## src/rtl/conv_clk_prescaler.sv

```systemverilog
module conv_clk_prescaler #(
  parameter int ADDR_W = 8,
  parameter int DATA_W = 32,
  parameter int DIV_W = 8,
  parameter logic [ADDR_W-1:0] REG_OFFSET = 8'h48
) (
  input  logic              clk,
  input  logic              rst_n,
  input  logic              reg_we,
  input  logic [ADDR_W-1:0] reg_addr,
  input  logic [DATA_W-1:0] reg_wdata,
  output logic [DATA_W-1:0] reg_rdata,
  input  logic              src_sel,
  input  logic              osc_tick,
  input  logic              bus_tick,
  output logic              div_clk,
  output logic              div_pulse,
  output logic              code_err
);
  localparam int PAD_W = DATA_W - DIV_W;
  localparam logic [DIV_W-1:0] ONE = 1;
  localparam logic [DIV_W:0] ONE_X = 1;

  logic [DIV_W-1:0] code_q, pend_mask, act_mask, cnt;
  logic [DIV_W-1:0] wr_code, wr_mask;
  logic div_clk_q, err_q;

  wire src_tick = src_sel ? bus_tick : osc_tick;
  wire hit = (reg_addr == REG_OFFSET);
  wire wr_hit = reg_we && hit;
  assign wr_code = reg_wdata[DIV_W-1:0];
  wire wr_multi = |(wr_code & (wr_code - ONE));
  assign wr_mask = (wr_code == '0) ? '0 : (wr_code | (wr_code - ONE));

  wire wrap = src_tick && (cnt == act_mask);
  wire mid = src_tick && (act_mask != '0) && (cnt == (act_mask >> 1));

  always_ff @(posedge clk or negedge rst_n) begin
    if (!rst_n) begin
      code_q <= '0;
      pend_mask <= '0;
      err_q <= 1'b0;
    end else if (wr_hit) begin
      code_q <= wr_code;
      if (wr_multi) err_q <= 1'b1;
      else pend_mask <= wr_mask;
    end
  end

  always_ff @(posedge clk or negedge rst_n) begin
    if (!rst_n) begin
      act_mask <= '0;
      cnt <= '0;
      div_clk_q <= 1'b0;
    end else if (wrap) begin
      act_mask <= pend_mask;
      cnt <= '0;
      div_clk_q <= 1'b0;
    end else if (src_tick) begin
      cnt <= cnt + ONE;
      if (mid) div_clk_q <= 1'b1;
    end
  end

  assign div_pulse = wrap;
  assign div_clk = (act_mask == '0) ? src_tick : div_clk_q;
  assign code_err = err_q;
  assign reg_rdata = hit ? {{PAD_W{1'b0}}, code_q} : '0;


  act_hold_chk: assert property (@(posedge clk) disable iff (!rst_n)
    !wrap |=> $stable(act_mask));


  act_shape_chk: assert property (@(posedge clk) disable iff (!rst_n)
    $onehot0({1'b0, act_mask} + ONE_X));


  cnt_bound_chk: assert property (@(posedge clk) disable iff (!rst_n)
    cnt <= act_mask);


  idle_hold_chk: assert property (@(posedge clk) disable iff (!rst_n)
    !src_tick |=> $stable(cnt) && $stable(div_clk_q));


  bad_code_chk: assert property (@(posedge clk) disable iff (!rst_n)
    (wr_hit && wr_multi) |=> (err_q && $stable(pend_mask)));


  err_sticky_chk: assert property (@(posedge clk) disable iff (!rst_n)
    err_q |=> err_q);
endmodule

```

## config.mk

```make
export PLATFORM = sky130hd
export DESIGN_NAME = conv_clk_prescaler
export DESIGN_NICKNAME = d
export VERILOG_FILES = /design/src/rtl/conv_clk_prescaler.sv
export SDC_FILE = /design/constraint.sdc
export NUM_CORES = 1
export LEC_CHECK = 0
export ABC_AREA = 1
export ABC_CLOCK_PERIOD_IN_PS = 1800
export CAP_MARGIN = 20
export CORE_ASPECT_RATIO = 1.2
export CORE_MARGIN = 5
export CORE_UTILIZATION = 40
export CTS_CLUSTER_DIAMETER = 60
export DETAILED_ROUTE_END_ITERATION = 7
export DONT_BUFFER_PORTS = 1
export MAX_ROUTING_LAYER = met4
export SYNTH_ARGS = -nofsm -noshare
export SYNTH_HDL_FRONTEND = slang
export SYNTH_SLANG_ARGS = --single-unit
export TNS_END_PERCENT = 100
```

## constraint.sdc

```tcl
create_clock -name clk -period 1.8 [get_ports clk]
set_input_delay 0.18 -clock clk [delete_from_list [all_inputs] [get_ports clk]]
set_output_delay 0.18 -clock clk [all_outputs]
set_load 0.01 [all_outputs]
```

======== After elaboration in Yosys (flattened, before gate mapping) ========
Cells that the tools add are included.
operators by class
  add/sub/neg operators ................... 2
  equality and inequality tests ........... 3
  multiplexer cells ....................... 9
  bitwise logic cells ..................... 3
  reductions and logical operators ........ 13
operator list
  kind                                                 number
  two-way mux 8 bit                                    4
  zero test 8 bit                                      2
  adder 8 x 1 -> 8 bit, second input constant          1
  AND 8 bit                                            1
  equality test 8 x 7 -> 1 bit                         1
  equality test 8 x 7 -> 1 bit, second input constant  1
  equality test 8 bit                                  1
  bitwise OR 8 bit                                     1
  nonzero test 8 bit                                   1
  OR reduction 8 bit                                   1
  subtractor 8 x 1 -> 8 bit, second input constant     1
  AND reduction 2 bit                                  3
  two-way mux 1 bit                                    5
  logical AND 1 bit                                    4
  nonzero test 2 bit                                   2
  inverter 1 bit                                       1
storage, ports and cells
  bits in registers ....................... 34
  bits of input ports ..................... 46
  output and inout bits ................... 35
  word-level logic and storage cells ...... 36

======== Logic depth before layout (Yosys ltp) ========
  word-level depth ........................ 6
  gate-level depth with buffers ........... 10
  mapped depth without buffers ............ 9

======== Worst setup path after synthesis ========
No wires, ideal clock.
  path kind ............................... register -> register
  from .................................... reg cnt[6]
  to ...................................... reg act_mask[6]
  library setup time ...................... 121 ps
  arrival time ............................ 1193 ps
  data required time ...................... 1679 ps
  slack ................................... 486 ps
  cell stages (with the launch flop) ...... 8
  buffers on the path ..................... 1
  clock period less this slack ............ 1314 ps
  cell sequence ........................... dfrtp_1 > xnor2_1 > nand2_1 > nor2_1 > inv_1 > nor2_2 > buf_4 > o21ai_1
on the way
  word-level cells in the longest chain between the ends .. 2
RTL lines
  item                    RTL line  RTL
  start, declared         24        logic [DIV_W-1:0] code_q, pend_mask, act_mask, cnt;
  start signal, assigned  60        cnt <= cnt + ONE;
  equality test 8 bit     35        wire wrap = src_tick && (cnt == act_mask);
  logical AND 1 bit       35
  via div_pulse           17        output logic div_pulse,
  end signal, assigned    56        act_mask <= pend_mask;
  end, declared           24
The timed path passes the listed nets, and every way through them passes these cells.
A chain may end at the register's enable or synchronous reset.

======== Final worst setup path ========
  from .................................... reg cnt[3]
  to ...................................... out div_pulse
on the way
  word-level cells in the longest chain between the ends .. 2
RTL lines
  item                 RTL line
  equality test 8 bit  35
  logical AND 1 bit    35
  end, declared        17
No other way between the ends.

==> impl_metrics.ini <==
[outcome]
status = completed

[setup_path]
cp_data_required_time_ns = 1.62
end_kind = output port
crit_fanout = 10
startpoint = cnt[3]
arrival_ns = 1.55
rr_worst_depth = 9
startpoint_type = flip-flop
worstReg2RegEnd = act_mask[7]
worstSetupPathType = reg -> out
timing.rr.start = cnt[3]
reg2reg_slack_ns = 0.21

[timing]
worst_clock_skew_ns = 0.0120
post-route-period-util_pct = 95.9
report.final.slew_viol_count = 0
setup_tns_ns = 0
report.final.hold_viol_count = 0
setup_viol = 0
finalCriticalPeriod_ns = 1.73
fin_ws_ns = 0.0735
fmaxAchievable_mhz = 579

[logic_synthesis]
ys_seq_elements = 34
yosys_warnings = 0
synth_area_sq_um = 2310
netlist_instances = 329
synth_seq_area_share_pct = 36.8
synth_area_per_cell_sq_um = 7.03
synth.distinct_cells = 28

[detailed_routing]
drc = 0
drtPass1Iterations = 4
routed_wl_microns = 4970
vias = 1912
ant_nets = 0
drt-initial-drc-count = 89
via_per_inst = 4.71
wire_per_inst_microns = 12.2

[clock_network]
numCtsBuffers = 5
cts_tree = yes
htreeDepth = 2
root_buffer = clkbuf_8
cts_buffer_depth = 2
cts.reportedPaths.clkPinSlew_ns = 0.08
clock_latency_ns = 0.29
cts.sinks = 34

[layout]
syn_to_final_growth_pct = 7.90
post-route-util_pct = 44.3
fillCellCount = 598
layout-drive-gt1-share_pct = 13.7
antennaDiodeCount = 0
final_area_sq_um = 2490
fin_nets = 389

[placed_design]
place_congestion = 0.917
dp_hpwl_microns = 3800
io_buffers = 0
placedInstanceArea_sq_um = 2300
dp_worst_setup_slack_ns = 0.317

[hold_path]
holdPathEnd = code_q[6]
hold_start = reg_wdata[6]
holdPathStages = 2
hold_path_class = in -> reg

[power]
total_power_mw = 2.37
power_density_nw_per_um2 = 950
ir_drop_mv = 0.381
cellLeakagePower_nw = 1.32

[job]
drv_cap = 0

[global_route]
grt_first_pass_wirelength_microns = 8150
antenna_found_initial = 0
grt_remaining_overflow = 0
first_global_vias = 1902
grt_max_degree = 35
grt_usage_pct = 14.4

[die]
coreArea_sq_um = 5630
ioPinCount = 81
die_h_microns = 93.3
die_w_microns = 79.4
rows = 30
start_util_pct = 41.1
die_area_sq_um = 7410
critical path, cell delays in order (launching register included):
cell,delay [ns]
dfrtp_2,0.43
inv_1,0.10
nand2_1,0.08
nand2_1,0.06
nor2_2,0.14
nand3_1,0.14
nor2_4,0.16
buf_12,0.14
how the worst max path moves through the flow:
stage / endpoint / slack [ns] / depth (start not counted)
floorplan: act_mask[6] / 0.49 / 7
global placement: act_mask[7] / 0.32 / 7
detailed placement: act_mask[7] / 0.32 / 8
CTS: div_pulse / 0.02 / 7
global route: div_pulse / -0.02 / 7
finish: div_pulse / 0.07 / 7
layout make-up:
class	instances	area, sq um	share of cell area [%]
Inverter	45	169	6.77
Clock inverter	2	15.0	0.602
Clock buffer	5	68.8	2.76
Tap cell	64	80.1	3.21
Timing Repair Buffer	12	135	5.42
Multi-Input combinational cell	244	1170	47.0
Sequential cell	34	855	34.3
placed cells by master (no fill, tap or decap), types with 6 or more instances in the layout:
cell type | Yosys | layout
nor2_1 | 46 | 43
conb_1 | 1 | 24
o21ai_0 | 14 | 14
nand4_1 | 15 | 15
nand3_1 | 13 | 13
nor2_2 | 4 | 6
dfrtp_1 | 34 | 31
nand2_1 | 99 | 99
buf_4 | 27 | 8
inv_1 | 44 | 42
through the flow:
| step | std cells | hold slack, ns |
|---|---|---|
| after floorplan | 352 | -0.116 |
| after global placement | 391 | -0.114 |
| after detailed placement | 391 | -0.114 |
| after CTS | 400 | 0.00554 |
| after global routing | 406 | 0.000262 |
| final | 406 | 0.0131 |
where the power goes:
group          switching, mW  total [mW]  internal (mW)
combinational          0.497       0.788          0.292
sequential             0.142        1.03          0.887
clock                  0.290       0.554          0.264
metal layers:
| metal | up-vias | global-route usage [%] | routed length, microns |
|---|---|---|---|
| li1 | 995 | - | - |
| met1 | 856 | 15.1 | 1950 |
| met2 | 51 | 25.5 | 2650 |
| met3 | 10 | 3.47 | 266 |
| met4 | 0 | 6.30 | 104 |
| met5 | - | - | 0 |
sequential cells by signal, summed over array words and instances (netlist names):
name and flops:
code_err 1, act_mask 8, pend_mask 8, code_q 8, div_clk_q 1, cnt 8
synthesized netlist by cell type:
library cell / count / area (sq um)
dfrtp_1: 34 / 851
buf_2: 1 / 5.00
nand4_1: 15 / 93.8
nor2_4: 4 / 45.0
conb_1: 1 / 3.75
nor2_8: 1 / 20.0
ha_1: 1 / 12.5
nand2_4: 1 / 11.3
nand2_2: 2 / 12.5
xor2_1: 3 / 26.3
xnor2_1: 1 / 8.76
nand2_1: 99 / 372
nor3_1: 1 / 5.00
inv_2: 1 / 3.75
o21ai_1: 1 / 5.00
nor2_1: 46 / 173
buf_4: 27 / 203
o21ai_0: 14 / 70.1
nand4_4: 1 / 21.3
a21oi_1: 5 / 25.0
nand3_2: 1 / 10.0
nand3_4: 1 / 17.5
nor2_2: 4 / 25.0
o21ai_2: 5 / 43.8
buf_6: 1 / 11.3
nand3b_1: 1 / 7.51
nand3_1: 13 / 65.1
inv_1: 44 / 165
repair_timing:
item	in CTS	in global routing
gates resized for setup	0	9
endpoints found under the setup margin	0	1
setup buffers	0	5
hold buffers	2	0
hold endpoints to repair	34	0
kinds of logic (layout without fill, tap and decap cells):
group                    after synthesis  in the layout  synth area share, %
flip-flops                            34             34                 36.8
AND/OR/NAND/NOR                      190            190                 38.0
other                                  1             24                0.162
adder cells (fa/ha/maj)                1              1                0.541
XOR/XNOR                               4              4                 1.52
AO/OA/AOI/OAI                         25             25                 6.22
buffers and inverters                 74             64                 16.8
Power figures use the tool's default switching activity.
